==> config.mk <==
export PLATFORM = sky130hd
export DESIGN_NAME = phase_snapshot_rd
export DESIGN_NICKNAME = d
export VERILOG_FILES = /design/src/rtl/phase_snap_pkg.sv /design/src/rtl/phase_src_sel.sv /design/src/rtl/phase_addr_dec.sv /design/src/rtl/phase_shadow_reg.sv /design/src/rtl/phase_rd_mux.sv /design/src/rtl/phase_snapshot_rd.sv
export SDC_FILE = /design/constraint.sdc
export NUM_CORES = 1
export LEC_CHECK = 0
export CAP_MARGIN = 5
export CORE_AREA = 3 3 56 58
export DETAILED_ROUTE_END_ITERATION = 8
export DIE_AREA = 0 0 59 61
export HOLD_SLACK_MARGIN = 0.05
export PLACE_DENSITY = 0.85
export SLEW_MARGIN = 20
export SYNTH_ARGS = -nofsm -noshare
export SYNTH_HDL_FRONTEND = slang
export SYNTH_SLANG_ARGS = --single-unit
==> constraint.sdc <==
create_clock -name clk -period 1.8 [get_ports clk]
set_clock_uncertainty 0.05 [all_clocks]
set_input_delay 0.36 -clock clk [delete_from_list [all_inputs] [get_ports clk]]
set_output_delay 0.36 -clock clk [all_outputs]
set_load 0.05 [all_outputs]
==> src/rtl/phase_snap_pkg.sv <==
package phase_snap_pkg;

  // Kind of access decoded from one read strobe
  typedef enum logic [1:0] {
    ACC_IDLE     = 2'd0,
    ACC_CAPTURE  = 2'd1,
    ACC_HELD     = 2'd2,
    ACC_UNMAPPED = 2'd3
  } acc_kind_e;

  localparam int unsigned PHASE_W_DEF   = 16;
  localparam int unsigned BUS_W_DEF     = 8;
  localparam int unsigned ADDR_W_DEF    = 8;
  localparam int unsigned BASE_ADDR_DEF = 32'h77;

endpackage

==> src/rtl/phase_src_sel.sv <==
module phase_src_sel #(
  parameter int unsigned PHASE_W = 16
) (
  input  logic               src_sel,
  input  logic [PHASE_W-1:0] phase_a,
  input  logic [PHASE_W-1:0] phase_b,
  output logic [PHASE_W-1:0] live_phase
);

  always_comb begin
    live_phase = src_sel ? phase_b : phase_a;
  end

endmodule

==> src/rtl/phase_addr_dec.sv <==
module phase_addr_dec
  import phase_snap_pkg::*;
#(
  parameter int unsigned ADDR_W    = 8,
  parameter int unsigned LANES     = 2,
  parameter int unsigned BASE_ADDR = 32'h77,
  localparam int unsigned LANE_IW  = (LANES > 1) ? $clog2(LANES) : 1
) (
  input  logic              rd_en,
  input  logic [ADDR_W-1:0] rd_addr,
  output acc_kind_e         acc_kind,
  output logic [LANE_IW-1:0] acc_lane
);

  logic [LANES-1:0] lane_hit;

  for (genvar k = 0; k < LANES; k++) begin : g_hit
    localparam logic [ADDR_W-1:0] LANE_ADDR = ADDR_W'(BASE_ADDR + k);
    assign lane_hit[k] = (rd_addr == LANE_ADDR);
  end

  always_comb begin
    acc_lane = '0;
    for (int k = 0; k < LANES; k++) begin
      if (lane_hit[k]) acc_lane = LANE_IW'(k);
    end
  end

  always_comb begin
    if (!rd_en)          acc_kind = ACC_IDLE;
    else if (lane_hit[0]) acc_kind = ACC_CAPTURE;
    else if (|lane_hit)   acc_kind = ACC_HELD;
    else                  acc_kind = ACC_UNMAPPED;
  end

endmodule

==> src/rtl/phase_shadow_reg.sv <==
module phase_shadow_reg #(
  parameter int unsigned HOLD_W = 8
) (
  input  logic              clk,
  input  logic              rst,
  input  logic              cap_en,
  input  logic [HOLD_W-1:0] cap_din,
  output logic [HOLD_W-1:0] held_q
);

  always_ff @(posedge clk) begin
    if (rst)         held_q <= '0;
    else if (cap_en) held_q <= cap_din;
  end


  shadow_only_on_capture_chk: assert property (@(posedge clk) disable iff (rst)
    !cap_en |=> $stable(held_q));

endmodule

==> src/rtl/phase_rd_mux.sv <==
module phase_rd_mux
  import phase_snap_pkg::*;
#(
  parameter int unsigned BUS_W   = 8,
  parameter int unsigned LANES   = 2,
  localparam int unsigned LANE_IW = (LANES > 1) ? $clog2(LANES) : 1,
  localparam int unsigned HOLD_W  = BUS_W * (LANES - 1)
) (
  input  logic               clk,
  input  logic               rst,
  input  acc_kind_e          acc_kind,
  input  logic [LANE_IW-1:0] acc_lane,
  input  logic [BUS_W-1:0]   live_low,
  input  logic [HOLD_W-1:0]  held_word,
  output logic [BUS_W-1:0]   rd_data
);

  logic [BUS_W-1:0] lane_byte [LANES];

  assign lane_byte[0] = live_low;
  for (genvar k = 1; k < LANES; k++) begin : g_lane
    assign lane_byte[k] = held_word[(k-1)*BUS_W +: BUS_W];
  end

  always_ff @(posedge clk) begin
    if (rst) begin
      rd_data <= '0;
    end else begin
      unique case (acc_kind)
        ACC_CAPTURE:  rd_data <= live_low;
        ACC_HELD:     rd_data <= lane_byte[acc_lane];
        ACC_UNMAPPED: rd_data <= '0;
        default:      rd_data <= rd_data;
      endcase
    end
  end


  idle_hold_chk: assert property (@(posedge clk) disable iff (rst)
    (acc_kind == ACC_IDLE) |=> $stable(rd_data));

endmodule

==> src/rtl/phase_snapshot_rd.sv <==
module phase_snapshot_rd
  import phase_snap_pkg::*;
#(
  parameter int unsigned PHASE_W   = PHASE_W_DEF,
  parameter int unsigned BUS_W     = BUS_W_DEF,
  parameter int unsigned ADDR_W    = ADDR_W_DEF,
  parameter int unsigned BASE_ADDR = BASE_ADDR_DEF
) (
  input  logic               clk,
  input  logic               rst,
  input  logic               rd_en,
  input  logic [ADDR_W-1:0]  rd_addr,
  output logic [BUS_W-1:0]   rd_data,
  input  logic [PHASE_W-1:0] phase_a,
  input  logic [PHASE_W-1:0] phase_b,
  input  logic               src_sel
);

  localparam int unsigned LANES   = PHASE_W / BUS_W;
  localparam int unsigned LANE_IW = (LANES > 1) ? $clog2(LANES) : 1;
  localparam int unsigned HOLD_W  = PHASE_W - BUS_W;
  localparam logic [ADDR_W-1:0] LO_ADDR = ADDR_W'(BASE_ADDR);
  localparam logic [ADDR_W-1:0] HI_ADDR = ADDR_W'(BASE_ADDR + 1);
  localparam logic [ADDR_W:0]   TOP_ADDR = (ADDR_W+1)'(BASE_ADDR + LANES - 1);

  logic [PHASE_W-1:0] live_phase;
  acc_kind_e          acc_kind;
  logic [LANE_IW-1:0] acc_lane;
  logic [HOLD_W-1:0]  held_word;

  phase_src_sel #(.PHASE_W(PHASE_W)) src_i (
    .src_sel    (src_sel),
    .phase_a    (phase_a),
    .phase_b    (phase_b),
    .live_phase (live_phase)
  );

  phase_addr_dec #(.ADDR_W(ADDR_W), .LANES(LANES), .BASE_ADDR(BASE_ADDR)) dec_i (
    .rd_en    (rd_en),
    .rd_addr  (rd_addr),
    .acc_kind (acc_kind),
    .acc_lane (acc_lane)
  );

  phase_shadow_reg #(.HOLD_W(HOLD_W)) shadow_i (
    .clk     (clk),
    .rst     (rst),
    .cap_en  (acc_kind == ACC_CAPTURE),
    .cap_din (live_phase[PHASE_W-1:BUS_W]),
    .held_q  (held_word)
  );

  phase_rd_mux #(.BUS_W(BUS_W), .LANES(LANES)) mux_i (
    .clk       (clk),
    .rst       (rst),
    .acc_kind  (acc_kind),
    .acc_lane  (acc_lane),
    .live_low  (live_phase[BUS_W-1:0]),
    .held_word (held_word),
    .rd_data   (rd_data)
  );


  reset_zero_chk: assert property (@(posedge clk)
    $past(rst) |-> (rd_data == '0 && held_word == '0));


  low_live_chk: assert property (@(posedge clk) disable iff (rst)
    (rd_en && rd_addr == LO_ADDR) |=>
      rd_data == $past(src_sel ? phase_b[BUS_W-1:0] : phase_a[BUS_W-1:0]));


  high_coherent_chk: assert property (@(posedge clk) disable iff (rst)
    (rd_en && rd_addr == HI_ADDR && $past(rd_en && rd_addr == LO_ADDR)) |=>
      rd_data == $past(src_sel ? phase_b[2*BUS_W-1:BUS_W] : phase_a[2*BUS_W-1:BUS_W], 2));


  unmapped_zero_chk: assert property (@(posedge clk) disable iff (rst)
    (rd_en && (rd_addr < LO_ADDR || {1'b0, rd_addr} > TOP_ADDR)) |=> rd_data == '0);

endmodule

==> flow_summary_export.csv <==
group,metric,value,unit
sta,rsz0062_at_grt,"false",
route,wl,2.83,mm
worst_setup_path,cp.arrival,1.87,ns
worst_setup_path,end_kind,"flip-flop",
cells_and_area,final_cell_mix,"clkdlybuf4s50_1, buf_4, nor2_1, dfxtp_1",
clock_tree,insertion_delay,0.29,ns
synth,syn_avg_cell_area,9.29,um^2
route,viasPerCell,5.29,
clock_tree,path_clk_slew,0.09,ns
global_routing,antenna_found_initial,0,
synth,yosys.area.top_type_share,30.5,%
global_routing,grt_pass1_vias,1034,
placed_design,port_buffers,51,
sta,slew_violations,0,
job,maxCapViolCount,0,
route,vias,1048,
placed_design,place_congestion,0.751,
cells_and_area,post_route_cells_drive_above_1_share,26.9,%
clock_tree,htreeDepth,1,
cells_and_area,seq_area,320,um^2
worst_setup_path,cp_max_fo,8,
synth,synth_cells,113,
sta,relSlewSlack,76.9,%
hold_path,worstHoldPathType,"reg2reg",
floorplan,pin_count,52,
cells_and_area,finalNonFillerCells,198,
clock_tree,post-cts-setup-buffers,0,
worst_setup_path,path_class,"in2reg",
floorplan,die_w,59,um
global_routing,grt_max_degree,25,
sta,finalSetupTns,0,ns
cells_and_area,antenna_cells,0,
route,drt_iter0_drc,7,
sta,finalSetupViolCount,0,
sta,finalCritPeriodShare,93.5,%
worst_setup_path,startpoint_type,"input pin",
global_routing,grt_use_total,16.1,%
sta,tightest_slew,0.346,ns
synth,yosysSeqAreaShare,30.5,%
synth,synth_nets,157,
cells_and_area,fin_nets,212,
clock_tree,cts_hold_buf,0,
route,drcViolationCount,0,
floorplan,initial_core_util,38.7,%
power,p_leak,0.600,nW
clock_tree,cts_tree,"built",
route,first_pass_iters,4,
worst_setup_path,crit_required,1.99,ns
route,wl_per_cell,14.3,um
placed_design,dp_hpwl,2.36,mm
sta,min_period,1.68,ns
clock_tree,cts_max_path_buffers,2,
placed_design,placed_cells,194,
sta,max_freq,594,MHz
synth,synth_seq_cells,16,
global_routing,grt-ovfl-total,0,
sta,hold_violations,0,
status,status,"complete, no violations",
cells_and_area,final_common_cell,"clkdlybuf4s50_1",
synth,synth_area_leaders,"dfxtp_1, nor4_2, mux2i_1, o31a_1, mux2_2",
cells_and_area,multiInputGateArea,631,um^2
synth,synth_area,1050,um^2
cells_and_area,num-fill-cells,250,
floorplan,core_area,2710,um^2
cells_and_area,syn2layout_area_growth,57.9,%
floorplan,die_area,3600,um^2
clock_tree,cts-root-buf,"clkbuf_4",
floorplan,die_h,61,um
synth,synth_largest_area_cell,"dfxtp_1",
floorplan,rows,19,
global_routing,grt_first_pass_wirelength,4.42,mm
synth,ys_warn_count,0,
clock_tree,cts.sinks,16,
clock_tree,cts-resized-gates,0,
synth,yosysUniqueCellTypes,22,
route,ant_nets,0,
clock_tree,cts_buffers,3,
power,powerDensity,518,nW/um^2
power,vdd.ir_drop.worst,0.000572,V
[per-stage QoR]
stage                     worst slack [ns]  hold WS [ns]  util [%]  total power [mW]  area, um^2
final                                0.118         0.449      61.2             0.859        1660
after global routing                0.0599         0.453      61.2             0.894        1660
after CTS                            0.120         0.450      61.2             0.863        1660
after detailed placement            -0.183         0.437      59.8             0.629        1620
after global placement              -0.124         0.426      59.8             0.622        1620
after floorplan                      0.293         0.409         -             0.489        1050
[registers in the layout, indices dropped and copies added (netlist names)]
name / cells
mux_i.rd_data: 8
shadow_i.held_q: 8
[kinds of logic after synthesis]
logic type             Yosys count  share of synthesized area, %
AO/OA/AOI/OAI                   16                          14.8
AND/OR/NAND/NOR                 44                          29.1
buffers and inverters           21                          9.41
flip-flops                      16                          30.5
multiplexers                    16                          16.2
[worst max-delay path, cell delays in order]
cell	delay [ns]
clkdlybuf4s50_1	0.46
or4b_1	0.53
buf_4	0.19
nor4_2	0.17
o31a_1	0.15
[routing by layer]
metal / part of all wire (%) / track usage, % / up-vias
met5: 0 / 0 / -
met4: 0.64 / 2.91 / 0
met3: 6.0 / 5.74 / 4
met2: 54 / 31.2 / 30
met1: 39 / 16.8 / 489
li1: - / - / 525
[cell usage after synthesis, drive strengths merged]
cell type and n:
a211oi 8, buf 8, clkbuf 4, dfxtp 16, inv 9, mux2 8, mux2i 8, nand4b 2
nor2 16, nor3 8, nor4 16, o31a 8, or3 1, or4b 1
[report_power, final]
group,switching [mW],internal [mW]
registers,0.00478,0.363
logic,0.106,0.146
clock network,0.116,0.123
total,0.227,0.632
[final cells by class]
class / count / area share (%)
Inverter: 9 / 2.04
Tap cell: 31 / 2.34
Clock buffer: 4 / 2.19
Multi-Input combinational cell: 76 / 38.0
Sequential cell: 16 / 19.3
Timing Repair Buffer: 62 / 36.1
[final timing paths]
kind,from,to,slack (ns),cells after the start
worst min-delay path,shadow_i.held_q[1],shadow_i.held_q[1],0.45,2
worst max register to register,shadow_i.held_q[2],mux_i.rd_data[2],0.86,3
worst max-delay path,rd_addr[0],mux_i.rd_data[2],0.12,5
worst min register to register,shadow_i.held_q[1],shadow_i.held_q[1],0.45,2
(Power assumes the default switching activity.)
